===== config.mk =====
export PLATFORM = sky130hd
export DESIGN_NAME = secs_rtc
export DESIGN_NICKNAME = d
export VERILOG_FILES = /design/src/rtl/secs_rtc_pkg.sv /design/src/rtl/secs_rtc_counter.sv /design/src/rtl/secs_rtc_alarm.sv /design/src/rtl/secs_rtc_bus.sv /design/src/rtl/secs_rtc.sv
export SDC_FILE = /design/constraint.sdc
export NUM_CORES = 1
export LEC_CHECK = 0
export ABC_AREA = 1
export BUFFER_PORTS_ARGS = -buffer_cell sky130_fd_sc_hd__buf_2
export CORE_UTILIZATION = 46
export CTS_BUF_LIST = sky130_fd_sc_hd__clkbuf_16
export CTS_CLUSTER_SIZE = 12
export DETAILED_ROUTE_END_ITERATION = 6
export GPL_ROUTABILITY_DRIVEN = 1
export PLACE_DENSITY = 0.66
export SETUP_SLACK_MARGIN = 0.2
export SLEW_MARGIN = 20
export SYNTH_ARGS = -nofsm -noshare
export SYNTH_HDL_FRONTEND = slang
export SYNTH_SLANG_ARGS = --single-unit

===== constraint.sdc =====
create_clock -name clk -period 4.97 [get_ports clk]
set_input_delay 1.491 -clock clk [delete_from_list [all_inputs] [get_ports clk]]
set_output_delay 1.491 -clock clk [all_outputs]
set_load 0.03 [all_outputs]

===== src/rtl/secs_rtc_pkg.sv =====
`timescale 1ns/1ps
package secs_rtc_pkg;

   // Word indices (byte offset >> 2) of the mapped registers
   localparam int unsigned WIDX_COUNT = 0;
   localparam int unsigned WIDX_MATCH = 1;
   localparam int unsigned WIDX_LOAD  = 2;
   localparam int unsigned WIDX_CTRL  = 3;
   localparam int unsigned WIDX_MASK  = 4;
   localparam int unsigned WIDX_RAW   = 5;
   localparam int unsigned WIDX_MSKD  = 6;
   localparam int unsigned WIDX_CLR   = 7;

   localparam int unsigned ID_WORDS = 8;

   // Identification byte for position i of the ID block
   function automatic logic [7:0] id_byte(input int unsigned i);
      case (i)
         0: return 8'h31;
         1: return 8'h10;
         2: return 8'h14;
         3: return 8'h00;
         4: return 8'h0D;
         5: return 8'hF0;
         6: return 8'h05;
         default: return 8'hB1;
      endcase
   endfunction

   // Write strobes produced by the decoder
   typedef struct packed {
      logic load;
      logic match;
      logic mask;
      logic clr;
   } wr_sel_t;

endpackage


===== src/rtl/secs_rtc_counter.sv =====
`timescale 1ns/1ps
module secs_rtc_counter #(
   parameter int CNT_W = 32
) (
   input  logic             clk,
   input  logic             rst,
   input  logic             tick_i,
   input  logic             ld_we,
   input  logic [CNT_W-1:0] ld_val,
   output logic [CNT_W-1:0] cnt_q,
   output logic [CNT_W-1:0] cnt_inc,
   output logic [CNT_W-1:0] ld_q
);

   localparam logic [CNT_W-1:0] ONE = CNT_W'(1);

   // One adder, shared with the alarm comparison
   assign cnt_inc = cnt_q + ONE;

   always_ff @(posedge clk) begin
      if (rst) begin
         cnt_q <= '0;
         ld_q  <= '0;
      end else begin
         if (ld_we) begin
            cnt_q <= ld_val;
            ld_q  <= ld_val;
         end else if (tick_i) begin
            cnt_q <= cnt_inc;
         end
      end
   end

endmodule


===== src/rtl/secs_rtc_alarm.sv =====
`timescale 1ns/1ps
module secs_rtc_alarm #(
   parameter int CNT_W = 32
) (
   input  logic             clk,
   input  logic             rst,
   input  logic             tick_i,
   input  logic             ld_we,
   input  logic [CNT_W-1:0] cnt_inc,
   input  logic             match_we,
   input  logic [CNT_W-1:0] match_wd,
   input  logic             mask_we,
   input  logic             mask_wd,
   input  logic             clr_we,
   output logic [CNT_W-1:0] match_q,
   output logic             mask_q,
   output logic             raw_q,
   output logic             irq_o
);

   logic hit;

   // Fires only on a real tick step, never on a load
   assign hit = tick_i && !ld_we && (cnt_inc == match_q);

   always_ff @(posedge clk) begin
      if (rst) begin
         match_q <= '0;
         mask_q  <= 1'b0;
         raw_q   <= 1'b0;
      end else begin
         if (match_we) match_q <= match_wd;
         if (mask_we)  mask_q  <= mask_wd;
         if (hit)         raw_q <= 1'b1;
         else if (clr_we) raw_q <= 1'b0;
      end
   end

   assign irq_o = raw_q & mask_q;

endmodule


===== src/rtl/secs_rtc_bus.sv =====
`timescale 1ns/1ps
module secs_rtc_bus
   import secs_rtc_pkg::*;
#(
   parameter int ADDR_W    = 12,
   parameter int DATA_W    = 32,
   parameter int CNT_W     = 32,
   parameter bit RDATA_REG = 1'b0
) (
   input  logic              clk,
   input  logic              rst,
   input  logic [ADDR_W-1:0] bus_addr,
   input  logic              bus_wr,
   input  logic [CNT_W-1:0]  cnt_q,
   input  logic [CNT_W-1:0]  match_q,
   input  logic [CNT_W-1:0]  ld_q,
   input  logic              mask_q,
   input  logic              raw_q,
   output wr_sel_t           wsel,
   output logic [DATA_W-1:0] bus_rdata
);

   localparam int IDX_W   = ADDR_W - 2;
   localparam int ID_BASE = (1 << IDX_W) - ID_WORDS;

   logic [IDX_W-1:0]  widx;
   logic [DATA_W-1:0] rd_next;
   logic [7:0]        id_rom [ID_WORDS];
   logic              unused_lowaddr;

   assign widx           = bus_addr[ADDR_W-1:2];
   assign unused_lowaddr = ^bus_addr[1:0];

   for (genvar g = 0; g < ID_WORDS; g++) begin : g_id
      assign id_rom[g] = id_byte(g);
   end

   always_comb begin
      wsel       = '0;
      wsel.load  = bus_wr && (widx == IDX_W'(WIDX_LOAD));
      wsel.match = bus_wr && (widx == IDX_W'(WIDX_MATCH));
      wsel.mask  = bus_wr && (widx == IDX_W'(WIDX_MASK));
      wsel.clr   = bus_wr && (widx == IDX_W'(WIDX_CLR));
   end

   always_comb begin
      rd_next = '0;
      if (int'(widx) >= ID_BASE) begin
         rd_next[7:0] = id_rom[int'(widx) - ID_BASE];
      end else begin
         case (int'(widx))
            WIDX_COUNT: rd_next = DATA_W'(cnt_q);
            WIDX_MATCH: rd_next = DATA_W'(match_q);
            WIDX_LOAD:  rd_next = DATA_W'(ld_q);
            WIDX_CTRL:  rd_next = DATA_W'(1);
            WIDX_MASK:  rd_next = DATA_W'(mask_q);
            WIDX_RAW:   rd_next = DATA_W'(raw_q);
            WIDX_MSKD:  rd_next = DATA_W'(raw_q & mask_q);
            default:    rd_next = '0;
         endcase
      end
   end

   if (RDATA_REG) begin : g_rd_reg
      always_ff @(posedge clk) begin
         if (rst) bus_rdata <= '0;
         else     bus_rdata <= rd_next;
      end
   end else begin : g_rd_comb
      logic unused_clkrst;
      assign unused_clkrst = clk ^ rst;
      assign bus_rdata     = rd_next;
   end

endmodule


===== src/rtl/secs_rtc.sv =====
`timescale 1ns/1ps
module secs_rtc
   import secs_rtc_pkg::*;
#(
   parameter int ADDR_W    = 12,
   parameter int DATA_W    = 32,
   parameter int CNT_W     = 32,
   parameter bit RDATA_REG = 1'b0
) (
   input  logic              clk,
   input  logic              rst,
   input  logic              tick_i,
   input  logic [ADDR_W-1:0] bus_addr,
   input  logic              bus_wr,
   input  logic [DATA_W-1:0] bus_wdata,
   output logic [DATA_W-1:0] bus_rdata,
   output logic              irq_o
);

   if (ADDR_W < 6) begin : g_bad_addr
      $error("secs_rtc: ADDR_W too small for register map and ID block");
   end
   if (CNT_W < 2 || CNT_W > DATA_W) begin : g_bad_cnt
      $error("secs_rtc: CNT_W must lie in 2..DATA_W");
   end

   wr_sel_t          wsel;
   logic [CNT_W-1:0] cnt_q, cnt_inc, ld_q, match_q;
   logic             mask_q, raw_q;
   logic             ld_we, clr_we;
   logic [CNT_W-1:0] wd_cnt;

   assign ld_we  = wsel.load;
   assign clr_we = wsel.clr;
   assign wd_cnt = bus_wdata[CNT_W-1:0];

   if (DATA_W > CNT_W) begin : g_wd_wide
      logic unused_wd_hi;
      assign unused_wd_hi = ^bus_wdata[DATA_W-1:CNT_W];
   end

   secs_rtc_bus #(
      .ADDR_W(ADDR_W), .DATA_W(DATA_W), .CNT_W(CNT_W), .RDATA_REG(RDATA_REG)
   ) u_bus (
      .clk(clk), .rst(rst), .bus_addr(bus_addr), .bus_wr(bus_wr),
      .cnt_q(cnt_q), .match_q(match_q), .ld_q(ld_q),
      .mask_q(mask_q), .raw_q(raw_q), .wsel(wsel), .bus_rdata(bus_rdata)
   );

   secs_rtc_counter #(.CNT_W(CNT_W)) u_cnt (
      .clk(clk), .rst(rst), .tick_i(tick_i), .ld_we(ld_we), .ld_val(wd_cnt),
      .cnt_q(cnt_q), .cnt_inc(cnt_inc), .ld_q(ld_q)
   );

   secs_rtc_alarm #(.CNT_W(CNT_W)) u_alarm (
      .clk(clk), .rst(rst), .tick_i(tick_i), .ld_we(ld_we), .cnt_inc(cnt_inc),
      .match_we(wsel.match), .match_wd(wd_cnt),
      .mask_we(wsel.mask), .mask_wd(bus_wdata[0]),
      .clr_we(clr_we), .match_q(match_q), .mask_q(mask_q), .raw_q(raw_q),
      .irq_o(irq_o)
   );

endmodule


# Yosys cells after proc, flatten, opt, wreduce, memory -nomap -nowiden
# Memories as Yosys holds them, arrays and structs flattened.
# Cells that the tools add are included.
[classes]
add_sub_neg = 2
order_cmp = 2
n_eq_ne = 8
mux = 9
bitwise = 3
reduce_logical = 10
[ops]
columns = ["operator", "n"]
rows = [
  ["case mux 32 bit (7 select lines)", 1],
  ["two-way mux 32 bit", 2],
  ["== test 10 x 3 -> 1 bit, second input constant", 4],
  ["adder 32 x 1 -> 32 bit, second input constant", 1],
  ["== test 32 bit", 1],
  [">= comparator 32 x 4 -> 1 bit, second input constant", 1],
  ["NOT 32 bit", 1],
  ["two-way mux 24 bit", 1],
  ["two-way mux 8 bit", 3],
  ["== test 10 x 2 -> 1 bit, second input constant", 2],
  ["subtractor 10 x 10 -> 11 bit, second input constant", 1],
  ["== test 10 x 1 -> 1 bit, second input constant", 1],
  [">= comparator 10 bit, second input constant", 1],
  ["zero test 10 bit", 1],
  ["logical AND 1 bit", 6],
  ["nonzero test 2 bit", 2],
  ["AND 1 bit", 2],
  ["two-way mux 1 bit", 2],
  ["zero test 1 bit", 1],
]
[totals]
ff_bits = 98
rom_bits = 64
input_bits = 48
mem_count = 1
[mem_list]
columns = ["memory", "words", "word_bits", "read_ports", "rd_ports_with_merged_regs", "wr", "line", "text"]
rows = [
  ["(name not given)", 8, 8, 1, 0, 0, "secs_rtc_bus.sv:49", "rd_next[7:0] = id_rom[int'(widx) - ID_BASE];"],
]

# Longest topological paths before layout
[logic_depth]
ltp_word = 6
ltp_mapped = 16

# Cells and area by module
# Synthesis repeated with hierarchy kept, for this count alone.
[unflattened]
hier_cells = 948
area_unflattened_um2 = 5943.2
[by_module_without_submodules]
columns = ["mod", "instances", "cells_per_inst", "area_each_um2", "seq_area_each_um2"]
rows = [
  ["secs_rtc_counter", 1, 471, 3251.9, 1281.2],
  ["secs_rtc_alarm", 1, 263, 1725.4, 680.7],
  ["secs_rtc_bus", 1, 214, 965.9, 0.0],
]

# Worst setup path before layout
# OpenSTA, ideal clock, no wires.
[synth_path]
kind = "in2out"
startpoint = "in bus_addr[9]"
endpoint = "out bus_rdata[6]"
t_arrival_ps = 3046
required_time_ps = 3479
path_slack_ps = 433
path_stages = 6
path_buffers = 0
cell_sequence = "inv_1 nor4_1 inv_1 nor3_1 inv_1 o21ai_0"
[synth_between]
elab_chain_len = 3
[synth_lines]
columns = ["element", "line", "text"]
rows = [
  ["start, declared", "secs_rtc.sv:13", "input logic [ADDR_W-1:0] bus_addr,"],
  ["parallel branches: the longest is 2 deep, another holds >= comparator 10 bit", "n/a", ""],
  ["two-way mux 8 bit (*)", "secs_rtc_bus.sv:48", "if (int'(widx) >= ID_BASE) begin"],
  ["end, declared", "secs_rtc.sv:16", "output logic [DATA_W-1:0] bus_rdata,"],
]
# Mark *: on every way between the ends.

# Worst setup path after layout
[layout_path]
startpoint = "in bus_addr[10]"
endpoint = "out bus_rdata[6]"
# Same word-level chain as after synthesis.

==> flow_summary.toml <==
[grt]
globalRouteMet1Util = 0.389
grt_pass1_wl_um = 28200
antenna_found_initial = 0
grt_use_met3 = 0.0507
grt_max_degree = 65
vias_in_the_first_global_route = 5545
grt.total_usage = 0.277
globalRouteOverflowTotal = 0
grt.busiest_layer = "met2"
gr-usage-met2 = 0.438

[placement]
dp_wirelength_um = 12500
gp_congestion = 0.901
portBuffers = 78
dp_worst_setup_slack_ns = 0.186
place_inst = 1164

[worst_setup_path]
cp_top_family = "buffers and inverters"
critical_path_depth = 9
cp.required_ns = 3.48
critical_path.startpoint = "bus_addr[10]"
worstReg2RegStart = "u_cnt.cnt_q[0]"
worst-r2r-setup-slack_ns = 2.54
crit_fanout = 11
timing.critical_path.arrival_ns = 3.17
timing.rr.end = "u_alarm.raw_q"
timing.critical_path.slowest_stage_cell = "or2_2"
timing_worst_setup_path_type = "in2out"
worst-r2r-cell-count = 12
path_cells = "buf_2 > or2_2 > nor3_1 > nand2_1 > buf_4 > inv_1 > a221oi_1 > o21ai_0 > buf_2"
type_of_element_capturing_the_critical_path = "primary output"
cp_slowest_stage_delay_ns = 0.34
crit_path_frequent_cell = "buf_2"
end_point_of_the_critical_path = "bus_rdata[6]"
worstPathBufferInverterCount = 4
critPathLaunchType = "primary input"

[layout]
fillCellCount = 1338
finish.utilization = 0.536
final_common_cell = "nand2_1"
layout_common_cells = "315 x nand2_1, 105 x inv_1, 98 x dfxtp_1, 84 x nand3_1, 78 x buf_2"
synthToLayoutAreaGrowth_pct = 14.0
nNetsFinal = 1052
layout-drive-gt1-share = 0.125
antenna_cells_inserted = 0
finalNonFillerCells = 1179

[timing]
post-route-period-util = 0.939
grt_setup_unrepaired = "no"
finalHoldViolCount = 0
final.setup.tns_ns = 0
maxSlewViolCount = 0
number_of_endpoints_failing_setup_at_the_final_stage = 0
max_slew_margin = 0.342
worst_clock_skew_ns = 0.00855
layout_min_cycle_time_ns = 4.67
max_slew.worst_pin.slew_ns = 0.985
fmax_mhz = 214
layout_setup_ws_ns = 0.304

[clock_tree]
clkLatencyLatePin_ns = 0.36
clkSinkCount = 98
cts_max_path_buffers = 2
cts_resized = 1
h-tree-depth = 3
clockRootBuffer = "clkbuf_16"
clkSlewWorstSetupHoldPaths_ns = 0.06
hold_buffers = 0
cts_tree = "built"
tritoncts.num_buffers = 9
post_cts_buffers = 0

[synth]
synthesis.nets = 990
synth.area.top_cells = "dfxtp_1 33%, nand2_1 20%, nand3_1 7.1%"
synth-seq-area-share = 0.332
synth.largest_area_cell = "dfxtp_1"
synthesis.instances = 941
synth.yosys.warnings = 0
synth_largest_type_area_fraction = 0.332
post_synth.cell_area_avg_sq_um = 6.29
mappedNetlistArea_sq_um = 5920
yosys.cell_types.count = 32
ys_seq_elements = 98

[routing]
detail_route.vias_per_cell = 5.34
wl_per_cell_um = 15.1
postRouteAntennaNets = 0
routed-via-count = 6298
dr.pass1.iters = 5
detail_route.drc_violations = 0
routed_wl_um = 17800
drtIter0Drc = 440

[floorplanning]
dieHeight_um = 115
initial_utilization = 0.471
chipWidth_um = 115
core-area_sq_um = 12600
rows = 41
die_area_sq_um = 13300
design.portCount = 81

[power]
worst_ir_drop_vdd_v = 0.000175
share_seq_of_total_power = 0.507
leakage_power_nw = 2.76
switching_power_as_a_share_of_total_power = 0.234
power_density_over_the_cells_nw_per_um2 = 231
clockPowerShare = 0.441
sw_pwr_w = 0.000364
power.combinational.fraction = 0.051
internal_power_w = 0.00119

[min_path]
worstHoldPathType = "reg2reg"
min_path_cells = 2

[run]
drv_cap = 0

[status]
run_status = "finished clean"
==> layout make-up <==
cell class                      count  area (sq um)  share of cell area
Timing Repair Buffer               88           465              0.0690
Tap cell                          172           215              0.0319
Clock inverter                      6          50.0             0.00742
Clock buffer                        9           225              0.0334
Inverter                          104           390              0.0579
Multi-Input combinational cell    702          3430               0.509
Sequential cell                    98          1960               0.291
==> power groups by stage <==
stage,combinational (W),clock (W),sequential (W)
6_report,0.0000800,0.000687,0.000790
5_1_grt,0.0000877,0.000728,0.000790
4_1_cts,0.0000797,0.000700,0.000790
3_5_place_dp,0.0000793,0,0.000808
3_3_place_gp,0.0000787,0,0.000808
2_1_floorplan,0.0000405,0,0.000807
==> registers in the layout, summed over array words and instances, names as in the netlist <==
signal,cells
u_cnt.cnt_q,32
u_cnt.ld_q,32
u_alarm.mask_q,1
u_alarm.match_q,32
u_alarm.raw_q,1
==> logic make-up after synthesis <==
| logic type | after synthesis | share of synthesized area |
|---|---|---|
| AND/OR/NAND/NOR | 505 | 0.367 |
| buffers and inverters | 141 | 0.0907 |
| XOR/XNOR | 12 | 0.0247 |
| AO/OA/AOI/OAI | 184 | 0.184 |
| adder cells (fa/ha/maj) | 1 | 0.00211 |
| flip-flops | 98 | 0.332 |
==> routing by layer <==
metal | part of all wire | vias up
li1 | - | 3219
met1 | 0.49 | 2849
met2 | 0.44 | 208
met3 | 0.062 | 22
met4 | 0.014 | 0
met5 | 0 | -
==> worst reg2reg max path: stages, from the launching register on <==
cell and delay (ns):
dfxtp_1 0.45, ha_1 0.26, nand2_4 0.10, nor2_8 0.21, nand3_2 0.21, o21ai_1 0.20
and2_1 0.17, nor2_1 0.04, nor2_1 0.12, nand2_1 0.07, nor2_1 0.20, nand3_1 0.20
a21oi_2 0.15
==> cell usage after synthesis <==
| library cell | n |
|---|---|
| a21oi_1 | 69 |
| a21oi_2 | 1 |
| a221oi_1 | 2 |
| a31oi_1 | 24 |
| and2_1 | 3 |
| buf_2 | 6 |
| clkbuf_1 | 31 |
| dfxtp_1 | 98 |
| ha_1 | 1 |
| inv_1 | 104 |
| nand2_1 | 317 |
| nand2_2 | 5 |
| nand2_4 | 3 |
| nand3_1 | 84 |
| nand3_2 | 4 |
| nand4_1 | 5 |
| nor2_1 | 68 |
| nor2_2 | 1 |
| nor2_4 | 6 |
| nor2_8 | 2 |
| nor3_1 | 4 |
| nor4_1 | 1 |
| o2111ai_1 | 4 |
| o211ai_1 | 5 |
| o21ai_0 | 49 |
| o21ai_1 | 4 |
| o221ai_1 | 25 |
| o31ai_1 | 1 |
| or2_2 | 2 |
| xnor2_1 | 3 |
| xnor3_1 | 3 |
| xor2_1 | 6 |
==> metrics by stage <==
stage / hold WS (ns) / total power (W) / cell area (sq um)
after floorplan: 0.445 / 0.000848 / 5920
final: 0.463 / 0.00156 / 6740
after global routing: 0.479 / 0.00161 / 6740
after CTS: 0.465 / 0.00157 / 6740
after detailed placement: 0.456 / 0.000887 / 6460
after global placement: 0.453 / 0.000887 / 6450
==> worst min-delay path by stage <==
stage / startpoint / endpoint
after CTS: u_cnt.ld_q[9] / u_cnt.ld_q[9]
after global routing: u_cnt.ld_q[18] / u_cnt.ld_q[18]
final: u_cnt.ld_q[25] / u_cnt.ld_q[25]
after floorplan: u_cnt.ld_q[4] / u_cnt.ld_q[4]
after global placement: u_cnt.ld_q[24] / u_cnt.ld_q[24]
after detailed placement: u_cnt.ld_q[9] / u_cnt.ld_q[9]
(Power assumes the default switching activity.)
